`src/rtl/act_wdt_pkg.sv`:
```
package act_wdt_pkg;
  localparam int DATA_W = 8;
  localparam int ADDR_W = 2;
  localparam int NUM_ACT = 3;
  localparam int MAP_W = 4;

  localparam logic [ADDR_W-1:0] ADDR_TMO = 2'd0;
  localparam logic [ADDR_W-1:0] ADDR_CFG = 2'd1;
  localparam logic [ADDR_W-1:0] ADDR_CTL = 2'd2;

  localparam int CTL_STATUS = 0;
  localparam int CTL_LED    = 1;
  localparam int CTL_FORCE  = 2;
  localparam int CTL_EXTEN  = 3;

  typedef struct packed {
    logic [MAP_W-1:0]   irq_sel;
    logic               led_on_tmo;
    logic [NUM_ACT-1:0] act_en;
  } cfg_t;
endpackage

```
`src/rtl/act_wdt_edge.sv`:
```
module act_wdt_edge #(
  parameter int N = 4
) (
  input  logic         clk_i,
  input  logic         rst_ni,
  input  logic [N-1:0] in_i,
  output logic [N-1:0] rise_o
);
  for (genvar i = 0; i < N; i++) begin : g_bit
    logic prev_q;
    always_ff @(posedge clk_i or negedge rst_ni) begin
      if (!rst_ni) prev_q <= 1'b0;
      else         prev_q <= in_i[i];
    end
    assign rise_o[i] = in_i[i] & ~prev_q;
  end
endmodule

```
`src/rtl/act_wdt_cnt.sv`:
```
module act_wdt_cnt #(
  parameter int TMO_W = 8
) (
  input  logic             clk_i,
  input  logic             rst_ni,
  input  logic             en_i,
  input  logic             load_i,
  input  logic [TMO_W-1:0] load_val_i,
  input  logic             reload_i,
  input  logic [TMO_W-1:0] reload_val_i,
  input  logic             tick_i,
  output logic [TMO_W-1:0] cnt_o,
  output logic             expire_o
);
  localparam logic [TMO_W-1:0] ONE = TMO_W'(1);

  logic [TMO_W-1:0] cnt_q, cnt_d;
  logic             step;

  assign step = en_i & tick_i & (cnt_q != '0);

  always_comb begin
    cnt_d = cnt_q;
    if (load_i)        cnt_d = load_val_i;
    else if (reload_i) cnt_d = reload_val_i;
    else if (step)     cnt_d = cnt_q - ONE;
  end

  always_ff @(posedge clk_i or negedge rst_ni) begin
    if (!rst_ni) cnt_q <= '0;
    else         cnt_q <= cnt_d;
  end

  // expiry only on the 1 -> 0 step
  assign expire_o = step & (cnt_q == ONE) & ~load_i & ~reload_i;
  assign cnt_o    = cnt_q;
endmodule

```
`src/rtl/act_wdt_regs.sv`:
```
module act_wdt_regs
  import act_wdt_pkg::*;
#(
  parameter int TMO_W = 8
) (
  input  logic              clk_i,
  input  logic              rst_ni,
  input  logic              sel_i,
  input  logic              we_i,
  input  logic [ADDR_W-1:0] addr_i,
  input  logic [DATA_W-1:0] wdata_i,
  input  logic              evt_i,
  output logic [DATA_W-1:0] rdata_o,
  output logic [TMO_W-1:0]  tmo_o,
  output cfg_t              cfg_o,
  output logic              ext_en_o,
  output logic              force_o,
  output logic              status_o,
  output logic              led_o,
  output logic              tmo_wr_o,
  output logic              sw_toggle_o,
  output logic              st_clr_o
);
  logic wr, wr_tmo, wr_cfg, wr_ctl;
  logic [TMO_W-1:0] tmo_q;
  cfg_t cfg_q;
  logic ext_en_q, force_q, status_q, led_q;

  assign wr     = sel_i & we_i;
  assign wr_tmo = wr & (addr_i == ADDR_TMO);
  assign wr_cfg = wr & (addr_i == ADDR_CFG);
  assign wr_ctl = wr & (addr_i == ADDR_CTL);

  assign st_clr_o    = wr_ctl & wdata_i[CTL_STATUS];
  assign sw_toggle_o = wr_ctl & wdata_i[CTL_LED];
  assign tmo_wr_o    = wr_tmo;

  always_ff @(posedge clk_i or negedge rst_ni) begin
    if (!rst_ni) begin
      tmo_q    <= '0;
      cfg_q    <= '0;
      ext_en_q <= 1'b0;
      force_q  <= 1'b0;
      status_q <= 1'b0;
      led_q    <= 1'b0;
    end else begin
      if (wr_tmo) tmo_q <= wdata_i[TMO_W-1:0];
      if (wr_cfg) cfg_q <= cfg_t'(wdata_i);
      if (wr_ctl) ext_en_q <= wdata_i[CTL_EXTEN];
      force_q <= wr_ctl & wdata_i[CTL_FORCE];
      // set wins over clear
      if (evt_i)         status_q <= 1'b1;
      else if (st_clr_o) status_q <= 1'b0;
      led_q <= led_q ^ sw_toggle_o ^ (evt_i & cfg_q.led_on_tmo);
    end
  end

  always_comb begin
    rdata_o = '0;
    unique case (addr_i)
      ADDR_TMO: rdata_o[TMO_W-1:0] = tmo_q;
      ADDR_CFG: rdata_o = cfg_q;
      ADDR_CTL: begin
        rdata_o[CTL_STATUS] = status_q;
        rdata_o[CTL_LED]    = led_q;
        rdata_o[CTL_FORCE]  = force_q;
        rdata_o[CTL_EXTEN]  = ext_en_q;
      end
      default: rdata_o = '0;
    endcase
  end

  assign tmo_o    = tmo_q;
  assign cfg_o    = cfg_q;
  assign ext_en_o = ext_en_q;
  assign force_o  = force_q;
  assign status_o = status_q;
  assign led_o    = led_q;
endmodule

```
`src/rtl/act_wdt_irq.sv`:
```
module act_wdt_irq #(
  parameter int NUM_IRQ = 15,
  parameter int MAP_W   = 4
) (
  input  logic               status_i,
  input  logic [MAP_W-1:0]   sel_i,
  output logic [NUM_IRQ-1:0] irq_o
);
  for (genvar k = 1; k <= NUM_IRQ; k++) begin : g_line
    assign irq_o[k-1] = status_i & (sel_i == MAP_W'(k));
  end
endmodule

```
`src/rtl/act_wdt.sv`:
```
module act_wdt
  import act_wdt_pkg::*;
#(
  parameter int TMO_W   = 8,
  parameter int NUM_IRQ = 15
) (
  input  logic               clk_i,
  input  logic               rst_ni,
  input  logic               bus_sel_i,
  input  logic               bus_we_i,
  input  logic [1:0]         bus_addr_i,
  input  logic [7:0]         bus_wdata_i,
  output logic [7:0]         bus_rdata_o,
  input  logic               tick_i,
  input  logic [2:0]         act_i,
  input  logic               ext_force_i,
  output logic               led_o,
  output logic [NUM_IRQ-1:0] irq_o
);
  localparam int EDGE_N = NUM_ACT + 1;

  logic [TMO_W-1:0]  tmo_val, cnt;
  cfg_t              cfg;
  logic              ext_en, force_q, status, tmo_wr, sw_toggle, st_clr;
  logic              en, reload, expire, evt;
  logic [EDGE_N-1:0] rise;

  act_wdt_regs #(.TMO_W(TMO_W)) u_regs (
    .clk_i, .rst_ni,
    .sel_i(bus_sel_i), .we_i(bus_we_i), .addr_i(bus_addr_i), .wdata_i(bus_wdata_i),
    .evt_i(evt), .rdata_o(bus_rdata_o),
    .tmo_o(tmo_val), .cfg_o(cfg), .ext_en_o(ext_en), .force_o(force_q),
    .status_o(status), .led_o(led_o), .tmo_wr_o(tmo_wr),
    .sw_toggle_o(sw_toggle), .st_clr_o(st_clr)
  );

  act_wdt_edge #(.N(EDGE_N)) u_edge (
    .clk_i, .rst_ni,
    .in_i({ext_force_i, act_i}),
    .rise_o(rise)
  );

  assign en     = (tmo_val != '0);
  assign reload = en & |(rise[NUM_ACT-1:0] & cfg.act_en);

  act_wdt_cnt #(.TMO_W(TMO_W)) u_cnt (
    .clk_i, .rst_ni,
    .en_i(en),
    .load_i(tmo_wr), .load_val_i(bus_wdata_i[TMO_W-1:0]),
    .reload_i(reload), .reload_val_i(tmo_val),
    .tick_i(tick_i),
    .cnt_o(cnt), .expire_o(expire)
  );

  // all sources merge into one event per cycle
  assign evt = expire | force_q | (ext_en & rise[NUM_ACT]);

  act_wdt_irq #(.NUM_IRQ(NUM_IRQ), .MAP_W(MAP_W)) u_irq (
    .status_i(status), .sel_i(cfg.irq_sel), .irq_o(irq_o)
  );
endmodule

```
`config.mk`:
```
export PLATFORM = sky130hd
export DESIGN_NAME = act_wdt
export DESIGN_NICKNAME = d
export VERILOG_FILES = /design/src/rtl/act_wdt_pkg.sv /design/src/rtl/act_wdt_edge.sv /design/src/rtl/act_wdt_cnt.sv /design/src/rtl/act_wdt_regs.sv /design/src/rtl/act_wdt_irq.sv /design/src/rtl/act_wdt.sv
export SDC_FILE = /design/constraint.sdc
export NUM_CORES = 1
export LEC_CHECK = 0
export ABC_AREA = 0
export BUFFER_PORTS_ARGS = -buffer_cell sky130_fd_sc_hd__buf_2
export CORE_ASPECT_RATIO = 1.75
export CORE_MARGIN = 8
export CORE_UTILIZATION = 45
export CTS_BUF_LIST = sky130_fd_sc_hd__clkbuf_16
export DETAILED_ROUTE_END_ITERATION = 10
export GPL_TIMING_DRIVEN = 0
export PLACE_DENSITY = 0.73
export SYNTH_ARGS = -nofsm -noshare
export SYNTH_HDL_FRONTEND = slang
export SYNTH_HIERARCHICAL = 1
export SYNTH_SLANG_ARGS = --single-unit
export TNS_END_PERCENT = 1
```
`constraint.sdc`:
```
create_clock -name clk_i -period 4.1 [get_ports clk_i]
set_input_delay 0.615 -clock clk_i [delete_from_list [all_inputs] [get_ports clk_i]]
set_output_delay 0.615 -clock clk_i [all_outputs]
set_load 0.02 [all_outputs]
```
==> results of run 1 <==
power groups by stage:
stage / Combinational [mW] / Clock (mW) / Sequential, mW
6_report: 0.428 / 0.340 / 0.513
5_1_grt: 0.472 / 0.362 / 0.526
4_1_cts: 0.431 / 0.346 / 0.512
3_5_place_dp: 0.424 / 0 / 0.516
3_3_place_gp: 0.412 / 0 / 0.514
2_1_floorplan: 0.315 / 0 / 0.494
state kept, by name, summed over array words and instances, names as in the netlist:
signal / cells
u_regs/cfg_o: 8
u_regs/status_o: 1
u_cnt/cnt_o: 8
u_regs/ext_en_o: 1
u_regs/force_o: 1
u_edge/g_bit.prev_q: 4
u_regs/tmo_o: 8
u_regs/led_o: 1
critical path, cell delays in order:
cell and delay (ns):
buf_2 0.10, nor2b_4 0.11, a222oi_1 0.43, a21oi_1 0.07, buf_2 0.19, or2_2 0.36, nor4_1 0.40, a211o_1 0.18
nand2_1 0.07, xor2_1 0.20, xnor2_1 0.15
final timing paths:
kind | endpoint | depth (start not counted)
min | u_edge/g_bit[1].prev_q | 1
max | u_regs/led_o | 11
min reg2reg | u_regs/cfg_o[2] | 1
max in group asynchronous | u_cnt/cnt_o[6] | 1
min in group clk_i | u_edge/g_bit[0].prev_q | 1
max reg2reg | u_regs/led_o | 10
routing by layer:
layer	share of wire [%]	track usage [%]
met1	36	13.75
met2	59	29.40
met3	3.3	3.183
met4	1.5	5.405
met5	0	0
stage by stage:
| stage | hold WS, ns | worst slack, ns | util [%] | std cells | total power, mW |
|---|---|---|---|---|---|
| 4_1_cts | 0.4251 | 1.432 | 56.27 | 279 | 1.290 |
| 3_5_place_dp | 0.5268 | 1.231 | 53.01 | 272 | 0.9402 |
| 6_report | 0.3944 | 1.416 | 56.27 | 279 | 1.281 |
| 2_1_floorplan | 0.3194 | 1.725 | - | 181 | 0.8089 |
| 3_3_place_gp | 0.5205 | 1.239 | 53.01 | 272 | 0.9260 |
| 5_1_grt | 0.4599 | 1.350 | 56.27 | 279 | 1.360 |
layout make-up:
cell class,instances,area (um2)
inverter,3,11.26
clock buffer,5,125.1
tap,49,61.31
clock inverter,2,8.758
fill,401,1798
buffer,4,25.02
timing repair buffer,42,210.2
multi-input combinational,142,1071
sequential,32,800.8
==> flow_summary.json, run 1 <==
{
  "status": "completed",
  "path_clk_slew_ns": 0.05,
  "swShare_pct": 36.65,
  "layout-drive-gt1-share_pct": 36.09,
  "drc": 0,
  "final_hold_viol_count": 0,
  "end_kind": "register",
  "crit_fanout": 9,
  "cap_viol_max_count": 0,
  "drt-initial-drc-count": 108,
  "clock_sinks": 32,
  "cp-start-kind": "primary input",
  "p_int_mw": 0.8116,
  "path_class": "primary input to register",
  "via_per_inst": 5.645,
  "syn_inst": 181,
  "placementRows": 31,
  "syn_to_final_growth_pct": 21.25,
  "dr.pass1.iters": 4,
  "avgSynthCellArea_um2": 10.54,
  "clockBufferDepth": 2,
  "n_antenna_cell": 0,
  "power_density_mw_per_mm2": 553.7,
  "wirelength_mm": 4.804,
  "start_util_pct": 46.41,
  "tightest_slew_ns": 0.7205,
  "slew_viol_final": 0,
  "pwr-share-comb_pct": 33.4,
  "gr-usage-all-layers_pct": 14.72,
  "antenna_left": 0,
  "vias": 1575,
  "hp-class": "primary input to asynchronous set/reset pin",
  "grt_pass1_wl_mm": 7.686,
  "ir_drop_mv": 0.3418,
  "postCtsSetupBuffers": 0,
  "core_area_mm2": 0.004111,
  "startpoint": "act_i[0]",
  "r2r_slack_ns": 1.56,
  "clkLatencyLatePin_ns": 0.27,
  "synth_area_mm2": 0.001908,
  "die_w_um": 65.23,
  "die-area_mm2": 0.006662,
  "p_sw_mw": 0.4694,
  "grt_start_max_net_pins": 33,
  "hpwl_mm": 3.650,
  "routedWlPerCell_um": 17.22,
  "fmax_ghz": 0.3726,
  "gp_congestion": 0.8876,
  "cts_resized": 0,
  "cp.arrival_ns": 2.87,
  "cts_buffers": 5,
  "max_slew_margin_pct": 51.97,
  "grt_setup_unrepaired": "no",
  "post-route-period-util_pct": 65.45,
  "grt_pass1_vias": 1658,
  "tns_ns": 0,
  "most-common-layout-cells": "buf_2, dfrtp_1, nor2_1",
  "worst_ep_required_time_ns": 4.29,
  "port_buffers": 42,
  "cts_tree": "built",
  "seqPwrFrac_pct": 40.0,
  "rr_startpoint": "u_edge/g_bit[0].prev_q",
  "htreeDepth": 2,
  "dpl_cell_area_mm2": 0.002180,
  "hold_buffers": 0,
  "cts-root-buf": "clkbuf_16",
  "grt_antenna_before_repair": 0,
  "die_h_um": 102.1,
  "grt-ovfl-total": 0,
  "yosysWarnings": 6,
  "layout_commonest_cell": "buf_2",
  "skew_ns": 0.004540,
  "clockPowerShare_pct": 26.5,
  "setup-violations-final": 0,
  "io_pins": 43,
  "p_leak_nw": 1.077,
  "fin_crit_ns": 2.684,
  "fin_area_mm2": 0.002313,
  "nets": 252,
  "synth_nets": 203
}
Power figures use the tool's default switching activity.
==> run 2, diff against run 1 <==
- ABC_AREA: 0 -> 1
- clock period: 4.1 -> 2.6 ns (I/O delays scaled with it)
==> flow_summary.json, run 2 <==
{
  "status": "completed",
  "gp_congestion": 0.9014,
  "core_area_mm2": 0.004364,
  "grt_setup_unrepaired": "no",
  "htreeDepth": 2,
  "antenna_left": 0,
  "max_slew_margin_pct": 50.15,
  "grt-ovfl-total": 0,
  "synth_nets": 304,
  "fin_crit_ns": 2.301,
  "cp-start-kind": "register",
  "wl_met2_mm": 3.108,
  "final_hold_viol_count": 0,
  "port_buffers": 42,
  "die_w_um": 66.52,
  "cts-root-buf": "clkbuf_16",
  "die_h_um": 104.4,
  "dr.pass1.iters": 4,
  "grt_pass1_vias": 2084,
  "layout-drive-gt1-share_pct": 25.30,
  "grt_start_max_net_pins": 33,
  "start_util_pct": 46.04,
  "yosysWarnings": 6,
  "hpwl_mm": 4.142,
  "postCtsSetupBuffers": 0,
  "cp.arrival_ns": 2.47,
  "drt-initial-drc-count": 84,
  "path_class": "register to register",
  "cts_tree": "built",
  "crit_fanout": 6,
  "pwr-share-comb_pct": 37.2,
  "clockPowerShare_pct": 29.1,
  "layout_commonest_cell": "nand2_1",
  "synth_area_mm2": 0.002009,
  "gr-usage-all-layers_pct": 16.54,
  "power_density_mw_per_mm2": 922.3,
  "n_antenna_cell": 0,
  "tightest_slew_ns": 0.7478,
  "grt_pass1_wl_mm": 9.163,
  "place_inst": 375,
  "worst_ep_required_time_ns": 2.77,
  "whs_ns": 0.1823,
  "nets": 353,
  "vias": 1944,
  "clock_sinks": 32,
  "die-area_mm2": 0.006944,
  "hp-class": "primary input to asynchronous set/reset pin",
  "drc": 0,
  "fmax_ghz": 0.4345,
  "met3_length_um": 220,
  "via_per_inst": 5.076,
  "dpl_cell_area_mm2": 0.002283,
  "setup-violations-final": 0,
  "end_kind": "register",
  "syn_to_final_growth_pct": 21.98,
  "ir_drop_mv": 0.6121,
  "grt_antenna_before_repair": 0,
  "avgSynthCellArea_um2": 7.126,
  "finalNonFillerCells": 383,
  "path_clk_slew_ns": 0.05,
  "drt-met1-wl_mm": 1.880,
  "fin_area_mm2": 0.002451,
  "dr.max_layer_used": "met4",
  "clockBufferDepth": 2,
  "placementRows": 32,
  "p_int_mw": 1.378,
  "wirelength_mm": 5.335,
  "syn_inst": 282,
  "clkLatencyLatePin_ns": 0.27,
  "post-route-period-util_pct": 88.51,
  "tns_ns": 0,
  "cap_viol_max_count": 0,
  "hold_buffers": 0,
  "cts_buffers": 5,
  "slew_viol_final": 0,
  "io_pins": 43,
  "skew_ns": 0.004638,
  "routedWlPerCell_um": 13.93,
  "swShare_pct": 39.06,
  "total_power_mw": 2.261,
  "most-common-layout-cells": "nand2_1, buf_2, nor2_1",
  "p_sw_mw": 0.8831,
  "cts_resized": 0,
  "fillers": 455,
  "r2r_slack_ns": 0.30,
  "seqPwrFrac_pct": 33.7,
  "p_leak_nw": 1.349
}
[run 2: worst max-delay path, stage by stage (launching register included)]
cell	delay [ns]
dfrtp_1	0.40
nor2_1	0.14
nand2_1	0.08
nor2_2	0.12
nor2_1	0.10
nor2_1	0.24
nand2_1	0.08
nor4b_1	0.49
nor2_1	0.07
nand2_1	0.14
nand2_1	0.08
nand2_1	0.07
nand2_1	0.07
nand2_1	0.07
nand2_1	0.05
[run 2: metrics by stage]
stage               setup WS [ns]  util [%]
global route               0.1501     56.16
finish                     0.2987     56.16
detailed placement        0.09051     52.32
CTS                        0.2988     56.16
floorplan                  0.7173         -
global placement           0.1552     52.32
[run 2: metal layers]
layer | global-route usage [%] | vias up
li1 | - | 978
met1 | 14.87 | 910
met2 | 32.82 | 45
met3 | 3.128 | 11
met4 | 6.605 | 0
met5 | 0 | -
[run 2: path summary, 6_finish.rpt]
kind,startpoint,to,cells after the start
worst min-delay path,rst_ni,u_edge/g_bit[3].prev_q,1
worst max-delay path,u_regs/tmo_o[7],u_regs/led_o,14
worst max register to register,u_regs/tmo_o[7],u_regs/led_o,14
worst min register to register,u_regs/cfg_o[0],u_regs/cfg_o[0],2
min in group clk_i,ext_force_i,u_edge/g_bit[3].prev_q,1
max in group asynchronous,rst_ni,u_regs/cfg_o[7],1
[run 2: layout make-up]
cell class / count / area, um2 / area share (%)
Multi-Input combinational cell: 209 / 1030 / 42.01
Sequential cell: 32 / 800.8 / 32.67
Timing Repair Buffer: 42 / 210.2 / 8.576
Inverter: 36 / 135.1 / 5.513
Clock buffer: 5 / 125.1 / 5.105
Tap cell: 51 / 63.81 / 2.603
Buffer: 5 / 43.79 / 1.787
Clock inverter: 3 / 42.54 / 1.736
[run 2: power by group through the flow]
stage	combinational, mW	clock (mW)	sequential, mW
after floorplan	0.622	0	0.742
after global placement	0.815	0	0.761
after detailed placement	0.830	0	0.767
after CTS	0.839	0.672	0.759
after global routing	0.946	0.700	0.782
final	0.840	0.659	0.761
